<file path="src/rtl/fe_rx_pkg.sv">
package fe_rx_pkg;

  localparam logic [9:0] GRP_START = 10'b11000_10001;
  localparam logic [4:0] GRP_END   = 5'b01101;
  localparam logic [4:0] GRP_IDLE  = 5'b11111;

  typedef struct packed {
    logic       ok;
    logic [3:0] nib;
  } grp_dec_t;

  function automatic grp_dec_t decode_grp(input logic [4:0] g);
    grp_dec_t r;
    r.ok  = 1'b1;
    r.nib = 4'h0;
    case (g)
      5'b11110: r.nib = 4'h0;
      5'b01001: r.nib = 4'h1;
      5'b10100: r.nib = 4'h2;
      5'b10101: r.nib = 4'h3;
      5'b01010: r.nib = 4'h4;
      5'b01011: r.nib = 4'h5;
      5'b01110: r.nib = 4'h6;
      5'b01111: r.nib = 4'h7;
      5'b10010: r.nib = 4'h8;
      5'b10011: r.nib = 4'h9;
      5'b10110: r.nib = 4'hA;
      5'b10111: r.nib = 4'hB;
      5'b11010: r.nib = 4'hC;
      5'b11011: r.nib = 4'hD;
      5'b11100: r.nib = 4'hE;
      5'b11101: r.nib = 4'hF;
      default:  r.ok  = 1'b0;
    endcase
    return r;
  endfunction

endpackage

</file>
<file path="src/rtl/fe_line_conv.sv">
module fe_line_conv (
  input  logic       clk,
  input  logic       rst_n,
  input  logic       fiber_mode,
  input  logic       sym_valid,
  input  logic [1:0] sym,
  output logic       bit_valid,
  output logic       bit_out
);

  logic [1:0] prev_sym;
  logic       nrzi_lvl;
  logic       nrzi_next;

  // three-level step -> NRZI toggle; fiber supplies the NRZI level itself
  always_comb begin
    if (fiber_mode) nrzi_next = sym[0];
    else            nrzi_next = nrzi_lvl ^ (sym != prev_sym);
  end

  always_ff @(posedge clk) begin
    if (!rst_n) begin
      prev_sym  <= 2'b00;
      nrzi_lvl  <= 1'b0;
      bit_valid <= 1'b0;
      bit_out   <= 1'b0;
    end else begin
      bit_valid <= sym_valid;
      if (sym_valid) begin
        prev_sym <= sym;
        nrzi_lvl <= nrzi_next;
        bit_out  <= nrzi_next ^ nrzi_lvl;
      end
    end
  end

endmodule

</file>
<file path="src/rtl/fe_descrambler.sv">
module fe_descrambler #(
  parameter int LOCK_RUN = 32,
  parameter int IDLE_MIN = 10,
  parameter int TMO_BITS = 2048
) (
  input  logic clk,
  input  logic rst_n,
  input  logic fiber_mode,
  input  logic bit_valid,
  input  logic bit_in,
  output logic d_valid,
  output logic d_out,
  output logic locked
);

  localparam int KEY_LEN = 11;
  localparam int RUN_W   = $clog2(LOCK_RUN);
  localparam int ONES_W  = $clog2(IDLE_MIN + 1);
  localparam int TMO_W   = $clog2(TMO_BITS);
  localparam logic [RUN_W-1:0]  RUN_LAST = RUN_W'(LOCK_RUN - 1);
  localparam logic [ONES_W-1:0] ONES_TOP = ONES_W'(IDLE_MIN);
  localparam logic [ONES_W-1:0] ONES_HIT = ONES_W'(IDLE_MIN - 1);
  localparam logic [TMO_W-1:0]  TMO_LAST = TMO_W'(TMO_BITS - 1);

  logic [KEY_LEN-1:0] key_sr;
  logic [RUN_W-1:0]   run_cnt;
  logic [ONES_W-1:0]  ones_cnt;
  logic [TMO_W-1:0]   tmo_cnt;
  logic               lock_q;
  logic               key_pred;
  logic               plain;
  logic               idle_seen;

  assign key_pred  = key_sr[KEY_LEN-1] ^ key_sr[KEY_LEN-3];
  assign plain     = bit_in ^ key_pred;
  assign idle_seen = plain && (ones_cnt >= ONES_HIT);
  assign locked    = lock_q | fiber_mode;

  always_ff @(posedge clk) begin
    if (!rst_n) begin
      key_sr   <= '0;
      run_cnt  <= '0;
      ones_cnt <= '0;
      tmo_cnt  <= '0;
      lock_q   <= 1'b0;
      d_valid  <= 1'b0;
      d_out    <= 1'b0;
    end else begin
      d_valid <= 1'b0;
      if (fiber_mode) begin
        lock_q  <= 1'b0;
        run_cnt <= '0;
        if (bit_valid) begin
          d_valid <= 1'b1;
          d_out   <= bit_in;
        end
      end else if (bit_valid) begin
        if (!lock_q) begin
          // acquisition: idle is all ones, so the key is the inverted line bit
          key_sr <= {key_sr[KEY_LEN-2:0], ~bit_in};
          if (key_pred == ~bit_in) begin
            if (run_cnt == RUN_LAST) begin
              lock_q   <= 1'b1;
              run_cnt  <= '0;
              ones_cnt <= '0;
              tmo_cnt  <= '0;
            end else begin
              run_cnt <= run_cnt + 1'b1;
            end
          end else begin
            run_cnt <= '0;
          end
        end else begin
          key_sr  <= {key_sr[KEY_LEN-2:0], key_pred};
          d_valid <= 1'b1;
          d_out   <= plain;
          if (!plain)                   ones_cnt <= '0;
          else if (ones_cnt != ONES_TOP) ones_cnt <= ones_cnt + 1'b1;
          if (idle_seen) begin
            tmo_cnt <= '0;
          end else if (tmo_cnt == TMO_LAST) begin
            lock_q  <= 1'b0;
            run_cnt <= '0;
          end else begin
            tmo_cnt <= tmo_cnt + 1'b1;
          end
        end
      end
    end
  end


  lock_gain_chk: assert property (@(posedge clk) disable iff (!rst_n)
    $rose(lock_q) |-> ($past(bit_valid) && !$past(fiber_mode)));


  lock_drop_chk: assert property (@(posedge clk) disable iff (!rst_n)
    ($fell(lock_q) && !$past(fiber_mode)) |-> $past(bit_valid));

endmodule

</file>
<file path="src/rtl/fe_group_align.sv">
module fe_group_align
  import fe_rx_pkg::*;
(
  input  logic       clk,
  input  logic       rst_n,
  input  logic       locked,
  input  logic       d_valid,
  input  logic       d_in,
  output logic       nib_valid,
  output logic [3:0] nib_data,
  output logic       nib_err,
  output logic       rx_dv
);

  localparam int GRP_BITS = 5;
  localparam int WIN_BITS = 2 * GRP_BITS;
  localparam int CNT_W    = $clog2(GRP_BITS);
  localparam logic [CNT_W-1:0] CNT_LAST = CNT_W'(GRP_BITS - 1);

  logic [WIN_BITS-1:0] win;
  logic [WIN_BITS-1:0] win_n;
  logic [CNT_W-1:0]    bit_cnt;
  logic                in_frame;
  logic [GRP_BITS-1:0] grp;
  grp_dec_t            dec;

  assign win_n = {win[WIN_BITS-2:0], d_in};
  assign grp   = win_n[GRP_BITS-1:0];
  assign dec   = decode_grp(grp);
  assign rx_dv = in_frame;

  always_ff @(posedge clk) begin
    if (!rst_n) begin
      win       <= '0;
      bit_cnt   <= '0;
      in_frame  <= 1'b0;
      nib_valid <= 1'b0;
      nib_data  <= 4'h0;
      nib_err   <= 1'b0;
    end else begin
      nib_valid <= 1'b0;
      nib_err   <= 1'b0;
      if (d_valid) win <= win_n;
      if (!locked) begin
        in_frame <= 1'b0;
      end else if (d_valid) begin
        if (!in_frame) begin
          if (win_n == GRP_START) begin
            in_frame <= 1'b1;
            bit_cnt  <= '0;
          end
        end else if (bit_cnt != CNT_LAST) begin
          bit_cnt <= bit_cnt + 1'b1;
        end else begin
          bit_cnt <= '0;
          if (grp == GRP_END) begin
            in_frame <= 1'b0;
          end else if (grp == GRP_IDLE) begin
            in_frame  <= 1'b0;
            nib_valid <= 1'b1;
            nib_err   <= 1'b1;
            nib_data  <= 4'h0;
          end else begin
            nib_valid <= 1'b1;
            nib_err   <= ~dec.ok;
            nib_data  <= dec.ok ? dec.nib : 4'h0;
          end
        end
      end
    end
  end


  frame_open_chk: assert property (@(posedge clk) disable iff (!rst_n)
    $rose(rx_dv) |-> ($past(locked) && $past(d_valid)));


  nib_spacing_chk: assert property (@(posedge clk) disable iff (!rst_n)
    nib_valid |=> !nib_valid);


  nib_locked_chk: assert property (@(posedge clk) disable iff (!rst_n)
    nib_valid |-> $past(locked));

endmodule

</file>
<file path="src/rtl/fe_rx_decoder.sv">
module fe_rx_decoder #(
  parameter int LOCK_RUN = 32,
  parameter int IDLE_MIN = 10,
  parameter int TMO_BITS = 2048
) (
  input  logic       clk,
  input  logic       rst_n,
  input  logic       fiber_mode,
  input  logic       sym_valid,
  input  logic [1:0] sym,
  output logic       nib_valid,
  output logic [3:0] nib_data,
  output logic       nib_err,
  output logic       rx_dv,
  output logic       locked
);

  logic nrz_valid;
  logic nrz_bit;
  logic pl_valid;
  logic pl_bit;

  fe_line_conv u_line (
    .clk        (clk),
    .rst_n      (rst_n),
    .fiber_mode (fiber_mode),
    .sym_valid  (sym_valid),
    .sym        (sym),
    .bit_valid  (nrz_valid),
    .bit_out    (nrz_bit)
  );

  fe_descrambler #(
    .LOCK_RUN (LOCK_RUN),
    .IDLE_MIN (IDLE_MIN),
    .TMO_BITS (TMO_BITS)
  ) u_descr (
    .clk        (clk),
    .rst_n      (rst_n),
    .fiber_mode (fiber_mode),
    .bit_valid  (nrz_valid),
    .bit_in     (nrz_bit),
    .d_valid    (pl_valid),
    .d_out      (pl_bit),
    .locked     (locked)
  );

  fe_group_align u_align (
    .clk       (clk),
    .rst_n     (rst_n),
    .locked    (locked),
    .d_valid   (pl_valid),
    .d_in      (pl_bit),
    .nib_valid (nib_valid),
    .nib_data  (nib_data),
    .nib_err   (nib_err),
    .rx_dv     (rx_dv)
  );

endmodule

</file>
<file path="config.mk">
export PLATFORM = sky130hd
export DESIGN_NAME = fe_rx_decoder
export DESIGN_NICKNAME = d
export VERILOG_FILES = /design/src/rtl/fe_rx_pkg.sv /design/src/rtl/fe_line_conv.sv /design/src/rtl/fe_descrambler.sv /design/src/rtl/fe_group_align.sv /design/src/rtl/fe_rx_decoder.sv
export SDC_FILE = /design/constraint.sdc
export NUM_CORES = 1
export LEC_CHECK = 0
export CAP_MARGIN = 5
export CORE_MARGIN = 2
export CORE_UTILIZATION = 60
export DETAILED_ROUTE_END_ITERATION = 6
export PLACE_DENSITY = 0.88
export SYNTH_ARGS = -nofsm -noshare
export SYNTH_HDL_FRONTEND = slang
export SYNTH_HIERARCHICAL = 1
export SYNTH_SLANG_ARGS = --single-unit
</file>
<file path="constraint.sdc">
create_clock -name clk -period 2 [get_ports clk]
set_input_delay 0.6 -clock clk [delete_from_list [all_inputs] [get_ports clk]]
set_output_delay 0.6 -clock clk [all_outputs]
set_load 0.02 [all_outputs]
</file>
==> flow_summary.yaml <==
sta:
  max_freq_mhz: 503
  skew_ns: 0.00770
  period_share_pct: 99.3
  hold_violations: 0
  setup_viol: 0
  slew_violations: 0
  tns_ns: 0
  period_needed_ns: 1.99
  hold_slack_ns: 0.455
  max_slew_margin_pct: 59.1
  worst_pin_slew_ns: 0.605
clock_network:
  clockBufferDepth: 2
  numCtsBuffers: 9
  htreeDepth: 3
  cts_tree: "built"
  cts.clk_slew.worst_paths_ns: 0.07
  clk_root_buffer_cell: "clkbuf_8"
  postCtsHoldBufs: 0
  clkLatencyLatePin_ns: 0.34
  cts_sinks: 58
routing:
  drc: 0
  ant_nets: 0
  drt-initial-drc-count: 261
  wl_um: 7870
  dr.pass1.iters: 5
  wire_per_inst_um: 17.1
  vias_per_cell: 6.28
  dr_total_vias: 2888
global_route:
  grt_pass1_wl_um: 11600
  grt_pass1_vias: 2598
  antenna_found_initial: 0
  grt.total_usage_pct: 27.2
  grt_max_degree: 18
  grt_remaining_overflow: 0
cells_and_area:
  seq_area_um2: 1160
  multiInputGateArea_um2: 1760
  fin_nets: 403
  final_cells: 460
  n_antenna_cell: 0
  drive_above_1_share_pct: 18.1
  num-fill-cells: 300
  final_area_um2: 3690
  area_growth_pct: 23.5
setup_path:
  setup.worst_path.start_class: "flop"
  reg2reg_depth: 7
  r2r_setup_slack_ns: 0.01
  reg2reg_to: "u_descr/tmo_cnt[6]"
  regToRegStartpoint: "u_descr/run_cnt[1]"
  crit_fanout: 6
  worstPathArrival_ns: 2.19
  cp.required_ns: 2.21
  path_class: "reg2reg"
  cp-end-kind: "flop"
placement:
  dpl_cell_area_um2: 3380
  gp_congestion: 0.823
  port_buffers: 13
  dp_hpwl_um: 4690
  dp_cells: 443
synthesis:
  syn_area_um2: 2990
  async_reset_ff_share_pct: 0
  yosysWarnings: 6
  synthFlopType: "dfxtp_1"
  synthCells: 345
  yosysSeqAreaShare_pct: 38.9
  ys_types: 65
  avgSynthCellArea_um2: 8.66
  synth_edf_count: 0
  ys_seq_elements: 58
  synth_nets: 360
power_and_ir_drop:
  leakage_uw: 0.00134
  peakVddDrop_mv: 0.485
  power.density_nw_per_um2: 711
  total_power_uw: 2620
floorplanning:
  start_util_pct: 62.8
  die_w_um: 74.6
  die_y_um: 74.6
  pin_count: 14
  fp-row-count: 25
  core-area_um2: 4750
  die-area_um2: 5560
min_path:
  hold_path_startpoint: "u_descr/key_sr[5]"
  min_to: "u_descr/key_sr[5]"
  holdCritPathClass: "reg2reg"
  worstHoldPathCells: 2
run_status:
  outcome: "finished, final reports clean"
run:
  drv_cap: 0
## timing repair
item                                   4_1_cts  5_1_grt
endpoints found under the hold margin        0        0
gates resized for setup                      9       12
setup endpoints to repair                    3       18
buffers inserted                             0        1
pin swaps                                    0        2
## sequential cells by signal, indices dropped and copies added, names as in the netlist
signal             cells
u_descr/d_valid        1
u_align/bit_cnt        3
u_descr/d_out          1
u_line/bit_valid       1
u_align/nib_valid      1
u_align/rx_dv          1
u_descr/ones_cnt       4
u_descr/lock_q         1
u_line/nrzi_lvl        1
u_descr/tmo_cnt       11
u_align/nib_err        1
u_line/bit_out         1
u_align/win            9
u_line/prev_sym        2
u_descr/key_sr        11
u_align/nib_data       4
u_descr/run_cnt        5
## cells in the mapped netlist (all sizes together), types with 2 or more instances
master / count / area share, %
or3: 3 / 0.63
ha: 9 / 3.8
a21oi: 24 / 4.0
clkbuf: 8 / 1.0
nand2: 51 / 6.4
nor4: 4 / 1.3
a211oi: 3 / 0.92
nand2b: 4 / 0.84
nor2: 23 / 2.9
a31oi: 9 / 2.4
o311ai: 2 / 0.59
mux2i: 13 / 4.4
nand4: 2 / 0.63
nand3b: 4 / 1.0
o32ai: 4 / 1.2
a311oi: 3 / 0.88
dfxtp: 58 / 39
and4b: 2 / 0.67
a32o: 6 / 2.0
xnor2: 6 / 1.8
xor2: 2 / 0.59
o21ai: 12 / 2.0
and3: 6 / 1.3
nor3b: 2 / 0.50
a32oi: 2 / 0.59
o22ai: 6 / 1.3
o211ai: 4 / 1.0
nor2b: 6 / 1.3
and2: 4 / 0.84
o31a: 2 / 0.59
nand4b: 4 / 1.2
a41oi: 2 / 0.59
o31ai: 3 / 0.92
buf: 8 / 1.6
nand3: 8 / 1.5
nor3: 4 / 0.67
inv: 14 / 1.8
or4: 2 / 0.50
## worst max path at each step
| stage | from | endpoint | slack, ns | depth (start not counted) |
|---|---|---|---|---|
| after CTS | fiber_mode | locked | 0.01 | 4 |
| after floorplan | u_descr/lock_q | u_align/bit_cnt[2] | 0.14 | 7 |
| after global routing | u_descr/run_cnt[1] | u_descr/tmo_cnt[6] | -0.1 | 7 |
| after global placement | fiber_mode | locked | -0.46 | 4 |
| final | u_descr/run_cnt[1] | u_descr/tmo_cnt[6] | 0.01 | 7 |
| after detailed placement | fiber_mode | locked | -0.47 | 4 |
## cells by family (layout without fill, tap and decap cells)
kind of cell | after synthesis | count (layout) | synth area share, %
compound gates | 92 | 92 | 22.0
xor+xnor | 9 | 9 | 3.18
fa+ha+maj | 9 | 9 | 3.77
buf+inv | 30 | 78 | 4.35
flops | 58 | 58 | 38.9
mux | 14 | 14 | 4.73
simple gates | 133 | 133 | 23.1
## cell type report
type	instances	area share, %
timing repair buffer	48	10.8
multi-input combinational	257	47.7
sequential	58	31.5
tap	67	2.27
inverter	14	1.42
clock buffer	10	3.46
clock inverter	6	2.85
## report_power, final
group          internal, µW  switching (µW)  total, µW
clock network           821             469       1290
registers              1170            13.3       1180
logic                  65.5            88.7        154
## cell usage in the layout, fill, tap and decap left out, drive strengths merged, types with 3 or more instances in the layout
cell type      Yosys  routed
ha                 9       9
bufinv             0       3
xnor2              6       6
o21ai             12      12
a311oi             3       3
or3                3       3
and3               6       6
nor3               4       4
nand3b             4       4
o32ai              4       4
nand2b             4       4
nand3              8       8
a211oi             3       3
clkbuf             8      10
a21oi             24      24
nand4b             4       4
mux2i             13      13
clkinv             0       3
a32o               6       6
nor2b              6       6
and2               4       4
nand2             51      51
buf                8      36
o31ai              3       3
o22ai              6       6
dfxtp             58      58
nor4               4       4
o211ai             4       4
clkdlybuf4s50      0      10
inv               14      14
nor2              23      23
a31oi              9       9
## worst max-delay path, stage by stage, from the launching register on
cell and delay [ns]:
dfxtp_1 0.36, ha_1 0.22, and3_1 0.19, ha_2 0.27, a31oi_4 0.12, buf_6 0.15
o41ai_1 0.42, a21oi_1 0.12
## per-layer routing
metal	wire (µm)	GRT usage (%)	vias up
met4	318	13.5	0
met1	3280	33.3	1366
met2	3800	44.4	135
li1	-	-	1353
met5	0	0	-
met3	478	7.05	34
## through the flow
step	utilization [%]	setup slack, ns
after floorplan	-	0.144
after global placement	71.1	-0.459
after detailed placement	71.1	-0.473
after CTS	76.1	0.0125
after global routing	77.6	-0.0964
final	77.6	0.0135
(Power assumes the default switching activity.)
